===== config.mk =====
export PLATFORM = sky130hd
export DESIGN_NAME = wide_reg_stager
export DESIGN_NICKNAME = d
export VERILOG_FILES = /design/src/rtl/wrs_pkg.sv /design/src/rtl/wrs_write_seq.sv /design/src/rtl/wrs_read_shadow.sv /design/src/rtl/wide_reg_stager.sv
export SDC_FILE = /design/constraint.sdc
export NUM_CORES = 1
export LEC_CHECK = 0
export BUFFER_PORTS_ARGS = -buffer_cell sky130_fd_sc_hd__buf_2
export CAP_MARGIN = 40
export CORE_MARGIN = 4
export CORE_UTILIZATION = 53
export DETAILED_ROUTE_END_ITERATION = 8
export PLACE_DENSITY = 0.8
export SYNTH_ARGS = -nofsm -noshare
export SYNTH_HDL_FRONTEND = slang
export SYNTH_SLANG_ARGS = --single-unit

===== constraint.sdc =====
create_clock -name clk -period 1.9 [get_ports clk]
set_clock_uncertainty 0.05 [all_clocks]
set_input_delay 0.475 -clock clk [delete_from_list [all_inputs] [get_ports clk]]
set_output_delay 0.475 -clock clk [all_outputs]
set_load 0.02 [all_outputs]

===== src/rtl/wrs_pkg.sv =====
package wrs_pkg;
   typedef enum logic {
      SEQ_IDLE = 1'b0,
      SEQ_OPEN = 1'b1
   } seq_state_e;
endpackage


===== src/rtl/wrs_write_seq.sv =====
module wrs_write_seq
   import wrs_pkg::*;
#(
   parameter int BYTE_W    = 8,
   parameter int NUM_BYTES = 3,
   parameter int LANE_W    = 2,
   localparam int VAL_W    = NUM_BYTES * BYTE_W,
   localparam logic [LANE_W-1:0] LAST_LANE = LANE_W'(NUM_BYTES - 1)
) (
   input  logic              clk,
   input  logic              rst_n,
   input  logic              wr_hit,
   input  logic              any_op,
   input  logic              in_win,
   input  logic [LANE_W-1:0] lane,
   input  logic [BYTE_W-1:0] wdata,
   output logic [VAL_W-1:0]  value,
   output logic              upd,
   output logic              err
);
   seq_state_e        state;
   logic [LANE_W-1:0] exp_lane;
   logic              wr_win, start, next_ok, last, break_seq, stray, accept;
   logic [VAL_W-1:0]  commit_val;
   logic [BYTE_W-1:0] stage [NUM_BYTES-1];

   assign wr_win    = wr_hit && in_win;
   assign start     = wr_win && (lane == '0);
   assign next_ok   = wr_win && (state == SEQ_OPEN) && (lane == exp_lane) && !start;
   assign last      = next_ok && (lane == LAST_LANE);
   assign accept    = start || next_ok;
   assign break_seq = (state == SEQ_OPEN) && any_op && !accept;
   assign stray     = wr_win && (state == SEQ_IDLE) && (lane != '0);

   // one staging byte per non-final lane, the final lane comes straight from the bus
   for (genvar g = 0; g < NUM_BYTES; g++) begin : g_lane
      if (g == NUM_BYTES - 1) begin : g_final
         assign commit_val[g*BYTE_W +: BYTE_W] = wdata;
      end else begin : g_stage
         always_ff @(posedge clk or negedge rst_n) begin
            if (!rst_n)
               stage[g] <= '0;
            else if (accept && lane == LANE_W'(g))
               stage[g] <= wdata;
         end
         assign commit_val[g*BYTE_W +: BYTE_W] = stage[g];
      end
   end

   always_ff @(posedge clk or negedge rst_n) begin
      if (!rst_n) begin
         state    <= SEQ_IDLE;
         exp_lane <= '0;
         value    <= '0;
         upd      <= 1'b0;
         err      <= 1'b0;
      end else begin
         upd <= last;
         if (last)
            value <= commit_val;
         if (start) begin
            state    <= SEQ_OPEN;
            exp_lane <= LANE_W'(1);
         end else if (next_ok) begin
            if (last)
               state <= SEQ_IDLE;
            else
               exp_lane <= exp_lane + LANE_W'(1);
         end else if (break_seq) begin
            state <= SEQ_IDLE;
         end
         if (break_seq || stray)
            err <= 1'b1;
      end
   end
endmodule


===== src/rtl/wrs_read_shadow.sv =====
module wrs_read_shadow #(
   parameter int BYTE_W    = 8,
   parameter int NUM_BYTES = 3,
   parameter int LANE_W    = 2,
   localparam int VAL_W    = NUM_BYTES * BYTE_W
) (
   input  logic              clk,
   input  logic              rst_n,
   input  logic              rd,
   input  logic              in_win,
   input  logic [LANE_W-1:0] lane,
   input  logic [VAL_W-1:0]  value,
   output logic [BYTE_W-1:0] rdata
);
   logic [VAL_W-1:0] shadow;

   always_ff @(posedge clk or negedge rst_n) begin
      if (!rst_n) begin
         shadow <= '0;
         rdata  <= '0;
      end else if (rd) begin
         if (!in_win) begin
            rdata <= '0;
         end else if (lane == '0) begin
            shadow <= value;
            rdata  <= value[BYTE_W-1:0];
         end else begin
            rdata <= shadow[lane*BYTE_W +: BYTE_W];
         end
      end
   end
endmodule


===== src/rtl/wide_reg_stager.sv =====
module wide_reg_stager #(
   parameter int ADDR_W    = 8,
   parameter int BYTE_W    = 8,
   parameter int NUM_BYTES = 3,
   parameter logic [ADDR_W-1:0] BASE_ADDR = 8'h04,
   localparam int LANE_W = (NUM_BYTES > 1) ? $clog2(NUM_BYTES) : 1,
   localparam int VAL_W  = NUM_BYTES * BYTE_W
) (
   input  logic              clk,
   input  logic              rst_n,
   input  logic [ADDR_W-1:0] bus_addr,
   input  logic              bus_wr,
   input  logic              bus_rd,
   input  logic [BYTE_W-1:0] bus_wdata,
   input  logic              wr_allow,
   output logic [BYTE_W-1:0] bus_rdata,
   output logic [VAL_W-1:0]  value_q,
   output logic              value_upd,
   output logic              seq_err
);
   if (NUM_BYTES < 2) begin : g_bad_count
      $error("wide_reg_stager: NUM_BYTES must be at least 2");
   end
   if (BYTE_W < 1) begin : g_bad_width
      $error("wide_reg_stager: BYTE_W must be positive");
   end
   if (int'(BASE_ADDR) + NUM_BYTES > (1 << ADDR_W)) begin : g_bad_base
      $error("wide_reg_stager: register window runs past the address space");
   end

   logic [ADDR_W-1:0] offs;
   logic              in_win, wr_hit, any_op;
   logic [LANE_W-1:0] lane;

   assign offs   = bus_addr - BASE_ADDR;
   assign in_win = (bus_addr >= BASE_ADDR) && (offs < ADDR_W'(NUM_BYTES));
   assign lane   = offs[LANE_W-1:0];
   assign wr_hit = bus_wr && wr_allow;
   assign any_op = wr_hit || bus_rd;

   wrs_write_seq #(
      .BYTE_W(BYTE_W), .NUM_BYTES(NUM_BYTES), .LANE_W(LANE_W)
   ) u_wseq (
      .clk(clk), .rst_n(rst_n), .wr_hit(wr_hit), .any_op(any_op),
      .in_win(in_win), .lane(lane), .wdata(bus_wdata),
      .value(value_q), .upd(value_upd), .err(seq_err)
   );

   wrs_read_shadow #(
      .BYTE_W(BYTE_W), .NUM_BYTES(NUM_BYTES), .LANE_W(LANE_W)
   ) u_rshadow (
      .clk(clk), .rst_n(rst_n), .rd(bus_rd), .in_win(in_win),
      .lane(lane), .value(value_q), .rdata(bus_rdata)
   );
endmodule


Word-level counts from Yosys, hierarchy flattened:

Index checks and enable logic that the tools add are counted.

* flip-flop bits (word level): 77
* output and inout port bits: 34

* bitwise operators: 1
* shifts and indexed selects: 1
* $lt $le $gt $ge: 2
* $add $sub $neg: 2
* equality and inequality tests: 5
* mux-type cells: 9
* reductions and logical operators: 26

Operators with widths (count)
* indexed part select 24 x 6 -> 8 bit: 1
* two-way mux 8 bit: 2
* logical AND 1 bit: 14
* greater-or-equal comparator 8 x 3 -> 1 bit, second input constant: 1
* less-than comparator 8 x 2 -> 1 bit, second input constant: 1
* subtractor 8 x 3 -> 8 bit, second input constant: 1
* two-way mux 2 bit: 3
* two-way mux 1 bit: 4
* AND reduction 2 bit: 2
* nonzero test 2 bit: 2
* logical OR 1 bit: 3
* != test 3 x 2 -> 1 bit, second input constant: 1
* AND reduction 3 bit: 1
* nonzero test 3 bit: 1
* adder 2 x 1 -> 2 bit, second input constant: 1
* == test 2 x 1 -> 1 bit, second input constant: 1
* == test 2 bit: 1
* == test 2 bit, second input constant: 1
* zero test 1 bit: 2
* zero test 2 bit: 1
* != test 2 x 1 -> 1 bit, second input constant: 1
* NOT 1 bit: 1

Longest topological paths before layout:

Gate-level depths: netlist of run 1.

* depth after elaboration: 13
* depth in mapped cells: 5
* depth with buffers taken out: 4

Hierarchy:

Synthesis of run 1 repeated with hierarchy kept, for this count alone.

* cells, all modules: 204
* area total of the unflattened synthesis: 3029.2 um2

Modules (own cells, without submodules)
* wrs_write_seq: seq. area each 1126.1 um2, instances 1, cells each 118, area each 1866.8 um2
* wrs_read_shadow: seq. area each 600.6 um2, instances 1, cells each 82, area each 1124.8 um2
* wide_reg_stager: seq. area each 0.0 um2, instances 1, cells each 4, area each 37.5 um2

Worst setup path after synthesis of run 1:

OpenSTA, ideal clock, no wires.

* kind: input port to flip-flop
* from: in bus_addr[3]
* to: reg u_wseq.stage (netlist bit u_wseq.commit_val[10])
* slack: -76 ps
* stages: 4
* arrival time: 1801 ps
* path through: nor4_4 -> nand4b_2 -> nor3_4 -> mux2_2

* word-level cells in the longest chain between the ends: 9
* elaborated cells on any way between the ends: 12

Ends and longest elaborated chain
* from (decl): line wide_reg_stager.sv:11 `input logic [ADDR_W-1:0] bus_addr,`
* subtractor 8 x 3 -> 8 bit: line wide_reg_stager.sv:35 `assign offs = bus_addr - BASE_ADDR;`
* less-than comparator 8 x 2 -> 1 bit: line wide_reg_stager.sv:36 `assign in_win = (bus_addr >= BASE_ADDR) && (offs < ADDR_W'(NUM_BYTES));`
* logical AND 1 bit (*): line wide_reg_stager.sv:36
* logical AND 1 bit (*): line wrs_write_seq.sv:27 `assign wr_win = wr_hit && in_win;`
* logical AND 1 bit (on tied branches): line wrs_write_seq.sv:29, wrs_write_seq.sv:28
* logical AND 1 bit or zero test 1 bit (tied branches): line wrs_write_seq.sv:29 `assign next_ok = wr_win && (state == SEQ_OPEN) && (lane == exp_lane) && !start;`
* logical AND 1 bit: line wrs_write_seq.sv:29
* logical OR 1 bit (*): line wrs_write_seq.sv:31 `assign accept = start || next_ok;`
* logical AND 1 bit (*): line wrs_write_seq.sv:43 `else if (accept && lane == LANE_W'(g))`
* to (signal, indexed assignment): line wrs_write_seq.sv:44 `stage[g] <= wdata;`
* to (decl): line wrs_write_seq.sv:25 `logic [BYTE_W-1:0] stage [NUM_BYTES-1];`

Mark *: on every way between the ends. The rest lies on a longest branch, timed or not.
A chain may end at the register's enable or synchronous reset.

Worst setup path in the final report of run 1:

* from: in bus_addr[3]
* to: reg u_wseq.stage (netlist bit u_wseq.commit_val[13])

The elaborated chain is that of the path after synthesis.

==> key figures, run 1 <==
Yosys
  – Sequential fraction of the synthesis area: about three fifths
  – Top FF cell, synth: dfrtp_1
  – FFs w/ async S/R, synth: 100%
  – Syn Std Cell Area: 2870 um2
  – Syn. warnings: 0
  – Synth Area per Inst: 15.0 um2
  – Synth unique cells: 37
  – Number of synthesized flops with an enable pin: 0
  – Gate Count Post-Synth: between 150 and 200
  – Yosys reg bits: 69
  – Syn_nets: 212

STA
  – Setup violators final: 0
  – Count of final hold-check violations: 0
  – Final worst slack: 125 ps
  – Tmin final: 1770 ps
  – Fmax: 0.564 GHz
  – Slew headroom: 76.4%
  – RSZ-0062 raised after global routing: false
  – Worst Tran Pin Value: 354 ps
  – Pins Over Slew Limit: 0
  – Final period utilization: between 90% and 100%

Routing
  – Vias per inst: 5.46
  – TritonRoute pass-1 iters: 5
  – Antenna viol nets, final: 0
  – Vias post-DR: 1855
  – Initial DRC Count: 134
  – Final wirelength: 6010 um
  – DRC errors left: 0
  – WL per Instance: roughly 18 um

Die
  – Starting density of the core: 55.5%
  – Die H: ~80 um
  – Rows: 26
  – # IOs: 55
  – Die X: 81.6 um
  – Core box area: ~5200 um2
  – DIE AREA: 6660 um2

Critical path
  – Crit-path cells: buf_2, nor4_4, nand4b_2, nor3_4, buf_4, mux2_2
  – WP depth: 6
  – Reg2reg path depth: 5
  – Worst-path maximum fanout: 6
  – RR Startpoint: u_wseq.exp_lane[1]$_DFFE_PN0P_
  – Startpoint types: input pin
  – Crit Path Class: in -> reg
  – Max stage delay on crit path: between 300 and 400 ps
  – WP buf/inv: 2
  – CP max stage cell: nor4_4
  – Delay-heaviest family, CP: simple AND/OR/NAND/NOR gates
  – Critical path capture point type: flip-flop
  – CP arrival: 1930 ps
  – Worst Setup EP: u_wseq.commit_val[13]$_DFFE_PN0P_
  – Crit path launch: bus_addr[3]
  – Reg-to-reg endpoint: u_wseq.commit_val[13]$_DFFE_PN0P_
  – Required @ worst endpoint: 2060 ps
  – Reg-to-reg slack, setup: between 300 and 400 ps

Clock network
  – # clock sinks: between 60 and 70
  – Hold buffers post-CTS: 0
  – PostCTS Resize Cnt: 0
  – CTS Buf Count: 9
  – Deepest clock path buffer count: 2
  – Clock latency on the worst-skew pair: 330 ps
  – Worst-path clk slew: 60 ps
  – Post-CTS Setup Repair Bufs: 0
  – TritonCTS clock tree: yes
  – Clk root buf: clkbuf_8
  – H-tree levels: 3

Job
  – Max Cap Violations: 0

Layout
  – Area grow syn2layout: 22.8%
  – # diodes: 0
  – Share of cells above drive strength 1: ~56%
  – NumNets Final: around 290

GRT
  – Grt total ovfl: 0
  – First-pass GRT wire length: 9760 um
  – Largest net degree at the start of global routing: 70
  – Initial antenna violation count: 0
  – Vias in the first global route: 1954
  – All-Layer GR Usage: 20.2%

Place
  – Placer Congestion: 0.858
  – PortBufs: between 50 and 60
  – Worst Setup Slack post-DPL: -217 ps
  – DP Wirelength: 4150 um

Status
  – Status: finished clean

Power
  – Pwr Total: roughly 2.6 mW
  – Maximum VDD drop: 0.508 mV
  – Leakage power: 1.89 nW
  – PwrDens: 747 nW/um2

Worst hold path
  – Worst Hold Class: in -> async
[placed cells by master, fill, tap and decap left out, drive strengths merged]
cell / n
a21boi: 1
a221o: 2
clkbuf: 12
nor3: 2
nand4: 3
nand4b: 1
dfrtp: 69
clkinv: 3
and4b: 1
o211ai: 1
o2bb2ai: 7
a311o: 1
a211o: 1
a211oi: 1
inv: 3
nor4: 1
nor2b: 1
a21oi: 1
nand3b: 1
nor3b: 1
nand2: 2
mux2: 56
and2: 1
o221ai: 7
nor2: 4
nand2b: 7
or2: 1
buf: 72
nand3: 3
o21ai: 4
[area by class of cell]
class | count | area [um2]
sequential | 69 | 1730
fill | 381 | 1650
multi-input combinational | 111 | 1080
timing repair buffer | 72 | 455
clock buffer | 12 | 155
tap | 70 | 87.6
inverter | 4 | 15.0
clock inverter | 2 | 10.0
[Yosys cell counts (all sizes together), types with 3 or more instances]
cell type   n  area [um2]
mux2       56         634
nand4       3        40.0
nor2        4        25.0
nand3       3        15.0
nand2b      7        43.8
o2bb2ai     7        61.3
dfrtp      69        1730
inv         3        11.3
o21ai       4        20.0
o221ai      7        61.3
clkbuf      5        38.8
[stage by stage]
stage          util [%]  TNS [ps]  cell area (um2)  cells  hold slack [ps]
2_1_floorplan         -     -1520             2870    191              129
3_3_place_gp       65.0     -6020             3360    326              416
3_5_place_dp       65.0     -7960             3360    326              419
4_1_cts            68.2         0             3530    340              109
5_1_grt            68.2         0             3530    340              119
6_report           68.2         0             3530    340              108
[cells by family (layout without fill, tap and decap cells)]
family	count (synthesis)	count (layout)	synth area share, %
AO/OA/AOI/OAI	26	26	7.27
flip-flops	69	69	60.1
buffers and inverters	11	90	2.40
multiplexers	56	56	22.1
AND/OR/NAND/NOR	29	29	8.15
[per-layer routing]
layer  up-vias  GRT usage, %  part of all wire [%]
met3         4          5.81                   6.2
met5         -             0                     0
met2        63          31.3                    48
li1        854             -                     -
met1       934          26.5                    45
met4         0          9.14                  0.80
[flip-flops by register name, summed over array words and instances (netlist names)]
| signal | cells |
|---|---|
| u_wseq.exp_lane | 2 |
| u_wseq.state | 1 |
| u_wseq.upd | 1 |
| u_wseq.commit_val | 16 |
| u_rshadow.rdata | 8 |
| u_wseq.value | 24 |
| u_wseq.err | 1 |
| u_rshadow.shadow | 16 |
[how the worst min path moves through the flow]
stage	end	slack, ps
after floorplan	u_rshadow.rdata[0]$_DFFE_PN0P_	130
after global placement	u_rshadow.rdata[7]$_DFFE_PN0P_	420
after detailed placement	u_rshadow.rdata[0]$_DFFE_PN0P_	420
after CTS	u_rshadow.shadow[21]$_DFFE_PN0P_	110
after global routing	u_rshadow.shadow[21]$_DFFE_PN0P_	120
final	u_rshadow.shadow[21]$_DFFE_PN0P_	110
[power by group]
group,switching (mW),total (mW),internal [mW],leakage [nW]
Sequential,0.00616,1.48,1.48,0.958
Clock,0.484,1.01,0.526,0.0881
Combinational,0.0881,0.139,0.0511,0.840
Note: power is estimated with default switching activity, not from simulation.
==> run 2: changes to the inputs <==
- PLACE_DENSITY: 0.8 -> 0.72
- SYNTH_HIERARCHICAL: default -> 1
==> key figures, run 2 <==
Status
  – Status: finished, violations left
  – Failing checks: negative setup slack

Place
  – Placer Congestion: 0.755
  – PortBufs: 54
  – DP Wirelength: approximately 4000 um

Power
  – Pwr Total: 2.77 mW
  – Leakage power: 2.13 nW
  – PwrDens: 661 nW/um2
  – Maximum VDD drop: 0.537 mV

Routing
  – TritonRoute pass-1 iters: 6
  – Final wirelength: 7890 um
  – DRC errors left: 0
  – WL per Instance: 21.4 um
  – Vias post-DR: 2096
  – Vias per inst: 5.68
  – Antenna viol nets, final: 0
  – Initial DRC Count: around 170

Critical path
  – Reg-to-reg slack, setup: -20 ps
  – Crit Path Class: in -> reg
  – Critical path capture point type: flip-flop
  – Reg2reg path depth: 6
  – CP arrival: between 2000 and 3000 ps
  – Startpoint types: input pin
  – Worst-path maximum fanout: 4
  – RR Startpoint: u_wseq/exp_lane[1]$_DFFE_PN0P_
  – Required @ worst endpoint: 2070 ps
  – Reg-to-reg endpoint: u_wseq/value[7]$_DFFE_PN0P_

Yosys
  – FFs w/ async S/R, synth: 100%
  – Main combinational cell family by area after synthesis: multiplexers
  – Post-synthesis xor/xnor area fraction: 0.289%
  – Syn. warnings: 6
  – Synth Area per Inst: 14.8 um2
  – Gate Count Post-Synth: 204
  – Mux share of post-synthesis cell area: 24.7%
  – Synth top area share: 57.0%
  – Synth unique cells: 36
  – Sequential fraction of the synthesis area: 57.0%
  – Top FF cell, synth: dfrtp_1
  – Number of synthesized flops with an enable pin: 0
  – Top cells by area, synth: dfrtp_1, mux2_2, mux2_4
  – Syn_nets: 225
  – Synth Area in Simple Gates: 6.57%
  – Synth Area in Compound Gates: 6.69%
  – Largest area contributor in the netlist: dfrtp_1
  – Yosys reg bits: 69
  – Most common cell in the netlist: dfrtp_1
  – Post-synth top cells: dfrtp_1, mux2_2, mux2_4, buf_6, inv_1
  – Adder-cell share of the synthesized area: 0%
  – Syn Std Cell Area: 3030 um2

Clock network
  – TritonCTS clock tree: yes
  – H-tree levels: 3
  – # clock sinks: 69
  – Clk root buf: clkbuf_8
  – Deepest clock path buffer count: 2
  – Clock latency on the worst-skew pair: 330 ps
  – Worst-path clk slew: 70 ps
  – CTS Buf Count: 9

Die
  – DIE AREA: 6990 um2
  – Core box area: 5540 um2
  – # IOs: 55
  – Rows: 27
  – Starting density of the core: 54.7%
  – Die X: 83.6 um
  – Die H: about 84 um

Layout
  – Share of cells above drive strength 1: 62.6%
  – # diodes: 0
  – Commonest cells after routing, fill and taps aside: dfrtp_1, mux2_4, buf_2
  – Max reg flops: 24
  – Final Core Density: 75.7%
  – NumNets Final: 314
  – Commonest non-fill, non-tap cell in the layout: dfrtp_1
  – Area grow syn2layout: 38.4%
  – Top register by number of flip-flops: u_wseq/value

GRT
  – Met1 Use GR: 27.4%
  – Largest net degree at the start of global routing: 70
  – GRT met3 Usage: 4.24%
  – GR peak layer: met2
  – All-Layer GR Usage: 20.3%
  – Grt total ovfl: 0
  – M2 GR Usage: 31.7%
  – First-pass GRT wire length: 11100 um
  – Initial antenna violation count: 0
  – Vias in the first global route: 2126

STA
  – Final period utilization: 124%
  – Slew headroom: 75.2%
  – Count of final hold-check violations: 0
  – Pins Over Slew Limit: 0
  – Setup violators final: 64
  – Final hold slack: 94.2 ps
  – Final worst slack: -457 ps
  – Worst Tran Pin Value: 371 ps
  – Tmin final: 2360 ps
  – RSZ-0062 raised after global routing: true
  – Fmax: 0.424 GHz

Worst hold path
  – Worst Hold Class: in -> async

Job
  – Max Cap Violations: 0
[run 2: area by class of cell]
type / instances / area [um2]
flip-flops and latches: 69 / 1730
well taps: 72 / 90.1
clock inverters: 4 / 48.8
inverters: 7 / 26.3
clock buffers: 11 / 141
repair buffers: 89 / 697
multi-input cells: 117 / 1460
fillers: 337 / 1350
[run 2: cells by family (layout without fill, tap and decap cells)]
kind of cell	count (synthesis)	in the layout
and+or+nand+nor	31	31
AOI/OAI and AO/OA	24	24
muxes	61	61
DFF	69	69
xor gates and xnor gates	1	1
buffers and inverters	18	111
[run 2: timing repair]
item,4_1_cts,5_1_grt
pin swaps,2,9
setup endpoints to repair,69,69
gates cloned,2,3
hold buffers,0,0
buffers inserted,3,11
gates resized for setup,17,62
[run 2: worst max-delay path, stage by stage]
cell       delay, ps
buf_6             90
or4b_4           550
a2111oi_4        230
and2_4           210
nand4_1          130
or3_4            380
buf_6            150
mux2_4           300
[run 2: layer usage]
layer	share of wire, %	wire length, um
met5	0	0
met4	2.9	225
met3	4.4	349
met2	51	3990
met1	42	3320
[run 2: power breakdown]
| group | total (mW) | leakage (nW) | internal (mW) | switching [mW] |
|---|---|---|---|---|
| sequential | 1.48 | 0.963 | 1.47 | 0.00438 |
| combinational | 0.133 | 1.06 | 0.0468 | 0.0859 |
| clock | 1.16 | 0.0992 | 0.633 | 0.524 |
| total | 2.77 | 2.13 | 2.15 | 0.614 |
[run 2: stage by stage]
| stage | area [um2] | setup WS (ps) | TNS (ps) | cells |
|---|---|---|---|---|
| after detailed placement | 3500 | -818 | -48860 | 337 |
| after global routing | 4190 | -494 | -26340 | 369 |
| after CTS | 3820 | -403 | -22080 | 357 |
| after global placement | 3500 | -738 | -44610 | 337 |
| after floorplan | 3070 | -731 | -35380 | 204 |
| final | 4190 | -457 | -23390 | 369 |
[run 2: how the worst max path moves through the flow]
stage,depth (start not counted),endpoint,startpoint,slack [ps]
floorplan,6,u_wseq/value[23]$_DFFE_PN0P_,bus_addr[6],-730
global placement,8,u_wseq/value[18]$_DFFE_PN0P_,bus_addr[6],-740
detailed placement,8,u_wseq/value[3]$_DFFE_PN0P_,bus_addr[6],-820
CTS,8,u_wseq/commit_val[13]$_DFFE_PN0P_,bus_addr[6],-400
global route,8,u_wseq/commit_val[13]$_DFFE_PN0P_,bus_addr[6],-490
finish,8,u_wseq/commit_val[13]$_DFFE_PN0P_,bus_addr[6],-460
